## src/rtl/iir2d_systolic.sv

```systemverilog
module iir2d_systolic #(
  parameter int W = 12,
  parameter int F = 8,
  parameter int M = 16,
  parameter int A [9] = '{64, 32, 16, 32, 16, 8, 16, 8, 4},
  parameter int B [9] = '{0, 32, -16, 32, 16, -8, -16, 8, 4}
) (
  input  logic                clk,
  input  logic                rst,
  input  logic                in_valid,
  input  logic signed [W-1:0] x_in,
  output logic                out_valid,
  output logic signed [W-1:0] y_out
);
  localparam int PW = 2 * W;

  function automatic logic signed [W-1:0] mulr(input int c, input logic signed [W-1:0] v);
    logic signed [W-1:0]  cw;
    logic signed [PW-1:0] p;
    cw = W'(c);
    p  = PW'(cw) * PW'(v);
    p  = p + PW'(1 <<< (F - 1));
    return p[F +: W];
  endfunction

  logic signed [W-1:0] x1, x2, y2, ycur;
  logic signed [W-1:0] term [3];
  logic signed [W-1:0] row2 [M];
  logic signed [W-1:0] row1 [M];

  for (genvar i = 0; i < 3; i++) begin : g_lag
    logic signed [W-1:0] fir_x, fir_y;
    assign fir_x = mulr(A[3*i], x_in) + mulr(A[3*i+1], x1) + mulr(A[3*i+2], x2);
    if (i == 0) begin : g_self
      assign fir_y = mulr(B[1], y_out) + mulr(B[2], y2);
    end else begin : g_rec
      assign fir_y = mulr(B[3*i], ycur) + (mulr(B[3*i+1], y_out) + mulr(B[3*i+2], y2));
    end
    assign term[i] = fir_x + fir_y;
  end

  assign ycur = term[0] + row1[M-1];

  always_ff @(posedge clk) begin
    if (rst) begin
      x1 <= '0;
      x2 <= '0;
      y2 <= '0;
      y_out <= '0;
      out_valid <= 1'b0;
      for (int k = 0; k < M; k++) begin
        row1[k] <= '0;
        row2[k] <= '0;
      end
    end else begin
      out_valid <= in_valid;
      if (in_valid) begin
        x1 <= x_in;
        x2 <= x1;
        y2 <= y_out;
        y_out <= ycur;
        row2[0] <= term[2];
        row1[0] <= term[1] + row2[M-1];
        for (int k = 1; k < M; k++) begin
          row2[k] <= row2[k-1];
          row1[k] <= row1[k-1];
        end
      end
    end
  end
endmodule

```

## config.mk

```make
export PLATFORM = sky130hd
export DESIGN_NAME = iir2d_systolic
export DESIGN_NICKNAME = d
export VERILOG_FILES = /design/src/rtl/iir2d_systolic.sv
export SDC_FILE = /design/constraint.sdc
export NUM_CORES = 1
export LEC_CHECK = 0
export BUFFER_PORTS_ARGS = -buffer_cell sky130_fd_sc_hd__buf_2
export CAP_MARGIN = 20
export CORE_ASPECT_RATIO = 0.9
export CORE_MARGIN = 2
export CORE_UTILIZATION = 63
export CTS_CLUSTER_SIZE = 20
export DETAILED_ROUTE_END_ITERATION = 10
export PLACE_DENSITY = 0.88
export SYNTH_ARGS = -nofsm -noshare
export SYNTH_HDL_FRONTEND = slang
export SYNTH_SLANG_ARGS = --single-unit
```

## constraint.sdc

```tcl
create_clock -name clk -period 11.1 [get_ports clk]
set_input_delay 0 -clock clk [delete_from_list [all_inputs] [get_ports clk]]
set_output_delay 0 -clock clk [all_outputs]
set_load 0.01 [all_outputs]
```

==> results of run 1 <==
[routing by layer]
metal | vias up | global-route usage | part of all wire
met1 | 6358 | 0.336 | 0.44
met4 | 2 | 0.0696 | 0.027
li1 | 5949 | - | -
met3 | 85 | 0.0385 | 0.054
met5 | - | 0 | 0.00026
met2 | 317 | 0.372 | 0.48
[placed cells by master, fill, tap and decap left out, types with 13 or more instances in the layout]
master / count
clkbuf_1: 19
fa_1: 135
dfxtp_1: 44
nand3_1: 19
edfxtp_1: 384
clkbuf_16: 44
nand2_1: 67
buf_2: 25
o21ai_0: 14
inv_1: 173
nor2b_1: 151
nor3_1: 14
mux2i_1: 38
a21oi_1: 22
nor2_1: 102
ha_1: 55
and3_1: 13
xor2_1: 72
and2_1: 225
xnor2_1: 96
[metrics by stage]
stage / instance area, µm² / hold slack, ns / std cells / utilization
finish: 24700 / 0.00559 / 2324 / 0.688
global route: 24700 / 0.0471 / 2324 / 0.688
CTS: 24700 / 0.0160 / 2323 / 0.687
detailed placement: 23300 / 0.360 / 2233 / 0.648
global placement: 23300 / 0.337 / 2233 / 0.648
floorplan: 22800 / 0.148 / 1809 / -
[cells by family after synthesis]
logic type / Yosys count
flops: 428
fa+ha+maj: 190
buf+inv: 265
xor+xnor: 169
mux: 38
simple gates: 628
compound gates: 91
[Yosys cell counts, types with 4 or more instances]
library cell,n,area share
and2_1,225,0.062
xnor2_1,96,0.037
a21boi_0,5,0.0016
nand2b_1,4,0.0011
inv_1,174,0.029
nor4_1,4,0.0011
a211oi_1,4,0.0013
nor3_1,14,0.0031
edfxtp_1,384,0.51
dfxtp_1,44,0.039
nor2b_1,151,0.041
a31oi_1,4,0.0011
buf_1,9,0.0015
a21oi_1,22,0.0048
ha_1,55,0.030
o31a_1,4,0.0015
fa_1,135,0.12
nand3_1,19,0.0042
nand2_1,67,0.011
nor2_1,102,0.017
mux2i_1,38,0.017
o21ai_0,14,0.0031
a21o_1,10,0.0033
xor2_1,72,0.028
and3_1,13,0.0036
nand4_1,12,0.0033
o21a_1,9,0.0030
clkbuf_1,80,0.013
[sequential cells by signal (all words and copies together) (netlist names)]
| register | flops |
|---|---|
| out_valid | 1 |
| row1 | 192 |
| y_out | 12 |
| x1 | 10 |
| x2 | 9 |
| y2 | 12 |
| row2 | 192 |
[layout make-up]
type | instances | area share
flip-flops and latches | 428 | 0.502
clock inverters | 16 | 0.00430
inverters | 175 | 0.0270
clock buffers | 64 | 0.0480
repair buffers | 49 | 0.0143
well taps | 476 | 0.0241
multi-input cells | 1116 | 0.380
[worst register-to-register path: cells and delay by family (launching register included)]
family / cells / cell delay [ns]
fa+ha+maj: 10 / 4.33
simple gates: 8 / 2.12
flops: 1 / 0.34
buf+inv: 5 / 0.46
xor+xnor: 6 / 1.47
compound gates: 4 / 1.54
[worst max-delay path by stage]
stage          startpoint          end  slack (ns)  cells past startpoint
6_report            y2[0]  row2[0][11]        0.70                     33
5_1_grt             y2[5]  row2[0][11]        0.19                     32
4_1_cts             y2[6]  row2[0][11]        0.89                     31
3_5_place_dp        y2[5]  row2[0][11]        0.97                     31
3_3_place_gp        y2[0]  row2[0][11]        1.18                     32
2_1_floorplan       y2[5]  row1[0][11]        1.74                     34
[timing repair]
| action | in CTS | in global routing |
|---|---|---|
| resized for setup | 0 | 0 |
| hold endpoints to repair | 10 | 0 |
| hold buffers | 10 | 0 |
==> impl_metrics.ini, run 1 <==
[synthesis]
postSynthAreaPerCell_um2 = 12.6
synth_cell_types = 54
synth_xor_xnor_area_share = 0.0656
synthFlopType = edfxtp_1
synth-edff-count = 384
synth_compound_area_frac = 0.0271
async_flop_share = 0
yosysSeqAreaShare = 0.544
ys_warn_count = 0
syn_inst = 1809
ys_seq_elements = 428
muxShareOfSynthArea = 0.0167
synth-simple-area-share = 0.154
synth_fp_nets = 2014
synthesis.area_mm2 = 0.0228
synth_fa_ha_area_frac = 0.149
synth_top_family_by_area = simple AND/OR/NAND/NOR gates

[timing]
worst_slew_pin_slew_ns = 1.00
hold_viol = 0
rsz0062_at_grt = false
layout_setup_ws_ns = 0.698
setup_tns_ns = 0
timing.fmax_ghz = 0.0961
fin_crit_sh = 0.937
relSlewSlack = 0.334
setup_violations = 0
period_minus_slack_ns = 10.40
finClkSkew_ns = 0.0244
report.final.slew_viol_count = 0

[cts]
clock_sink_count = 428
cts_tree = done
clk_path_buf_depth = 3
h-tree-depth = 2
root_buffer = clkbuf_16
cts_made_buffers = 43
post_cts_buffers = 0
clk_latency_ns = 0.57
cts.clk_slew.worst_paths_ns = 0.07

[worst_hold_path]
hold-path-cell-count = 2
holdCritStartpoint = rst
whs_endpoint = y2[11]
hold_class = in2reg

[grt]
antenna_found_initial = 1
grt_usage = 0.234
grt_max_degree = 135
grt_pass1_wl_um = 67700
first_global_vias = 12700
grt_overflow_total = 0

[die]
coreArea_mm2 = 0.0359
rows = 66
dieArea_mm2 = 0.0377
die_w_um = 205
die_y_um = 184
io_pins = 28
start_util = 0.635

[outcome]
outcome = completed

[place]
pre_cts_ws_ns = 0.970
dp_hpwl_um = 29000
place_congestion = 0.914
port_buffers = 26

[setup_path]
required_ns = 11.49
cp_data_arrival_time_ns = 10.79
slowest_delay_ns = 0.81
path_delay_family = adder cells
rr_startpoint = y2[0]
r2r_end = row2[0][11]
crit_fanout = 9
r2r_slack_ns = 0.70
crit_top_cell = fa_1
path_class = reg2reg
slowest_stage = a2111oi_0
endpoint_kind = register
start_kind = register
r2r_cells = 33
critPathBufInv = 5

[routing]
route.detailed.drc = 0
drt-initial-drc-count = 1230
post_drt_wl_per_cell_um = 18.5
vias = 12700
drt-total-wl_um = 43000
via_per_inst = 5.47
firstDrtPassIters = 5
antenna_left = 0

[job]
cap_violations = 0

[finish]
layout-drive-gt1-share = 0.0579
syn_to_final_growth_pct = 8.36
fin_nets = 2018
multi_input_area_mm2 = 0.00939
antennaDiodeCount = 0
ff_latch_area_mm2 = 0.0124
fill_cells = 2405
Power of run 1 is left out: the tool's default activity adds up to more than one toggle a clock period on the data nets, which glitch-free logic cannot reach.
==> run 2: changes to the inputs <==
Settings changed: BUFFER_PORTS_ARGS -buffer_cell sky130_fd_sc_hd__buf_2 to -buffer_cell sky130_fd_sc_hd__buf_4, CORE_MARGIN 2 to 3.
==> impl_metrics.ini, run 2 (synthesis results as in run 1) <==
[cts]
clk_path_buf_depth = 3
h-tree-depth = 2
cts_tree = done
root_buffer = clkbuf_16
post_cts_resized = 0
post_cts_buffers = 0
clock_sink_count = 428
cts_made_buffers = 43
cts.clk_slew.worst_paths_ns = 0.06
clk_latency_ns = 0.55
hold_buffers = 10

[grt]
grt_pass1_wl_um = 69000
grt_overflow_total = 0
grt_usage = 0.230
first_global_vias = 12900
grt_max_degree = 144
antenna_found_initial = 1

[timing]
report.final.slew_viol_count = 0
fin_crit_sh = 0.923
timing.fmax_ghz = 0.0976
setup_tns_ns = 0
worst_slew_pin_slew_ns = 1.03
hold_viol = 0
setup_violations = 0
period_minus_slack_ns = 10.24
finClkSkew_ns = 0.0150
relSlewSlack = 0.312
rsz0062_at_grt = false

[die]
start_util = 0.644
die_w_um = 207
io_pins = 28
rows = 65
die_y_um = 186
coreArea_mm2 = 0.0354
dieArea_mm2 = 0.0385

[finish]
fill_cells = 2328
fin_nets = 2017
final_common_cell = edfxtp_1
syn_to_final_growth_pct = 9.23
multi_input_area_mm2 = 0.00939
layout-drive-gt1-share = 0.0607
ff_latch_area_mm2 = 0.0124
final_cell_mix = 384 x edfxtp_1, 225 x and2_1, 173 x inv_1
largest_registers = row1 (192), row2 (192)
antennaDiodeCount = 0

[setup_path]
path_class = reg2reg
crit_fanout = 10
cp_data_arrival_time_ns = 10.53
start_kind = register
crit_top_cell = fa_1
slowest_delay_ns = 0.82
slowest_stage = a21oi_1
required_ns = 11.39
endpoint_kind = register

[outcome]
outcome = completed

[worst_hold_path]
hold_class = in2reg

[routing]
drt-initial-drc-count = 979
post_drt_wl_per_cell_um = 18.6
via_per_inst = 5.48
drt-total-wl_um = 43100
vias = 12700
antenna_left = 0
route.detailed.drc = 0
firstDrtPassIters = 5

[place]
dp_hpwl_um = 29000
port_buffers = 26
place_congestion = 0.938

[job]
cap_violations = 0
## run 2: metrics by stage
step | std cells | setup WS (ns) | util | cell area (µm²) | hold WS (ns)
after detailed placement | 2224 | 1.08 | 0.659 | 23300 | 0.306
after global placement | 2224 | 1.23 | 0.659 | 23300 | 0.299
after global routing | 2315 | 0.190 | 0.704 | 24900 | 0.0851
final | 2315 | 0.858 | 0.704 | 24900 | 0.0581
after CTS | 2313 | 0.988 | 0.702 | 24900 | 0.0445
after floorplan | 1809 | 1.74 | - | 22800 | 0.148
## run 2: worst max-delay path: cells and delay by family, from the launching register on
kind / cells / cell delay, ns
compound gates: 5 / 1.91
simple gates: 9 / 2.06
buf+inv: 5 / 0.25
flops: 1 / 0.34
xor+xnor: 4 / 0.82
fa+ha+maj: 10 / 4.59
## run 2: path summary, 6_finish.rpt
path          startpoint     endpoint  slack [ns]  cells after the start
max                y2[0]  row1[0][11]        0.86                     33
min                  rst  row1[2][43]        0.06                      2
max reg2reg        y2[0]  row1[0][11]        0.86                     33
min reg2reg  row2[0][62]  row2[0][74]        0.51                      1
## run 2: area by class of cell
class,instances,share of cell area
clock inverter,27,0.0114
inverter,175,0.0268
timing repair buffer,48,0.0172
clock buffer,52,0.0458
multi-input combinational,1116,0.377
tap,469,0.0236
sequential,428,0.498
## run 2: metal layers
metal,GRT usage,vias up,wire (µm)
met1,0.350,6341,19700
met2,0.345,299,19800
li1,-,5948,-
met4,0.0710,2,1320
met5,0,-,11
met3,0.0377,89,2220
Power of run 2 is left out for the same reason.
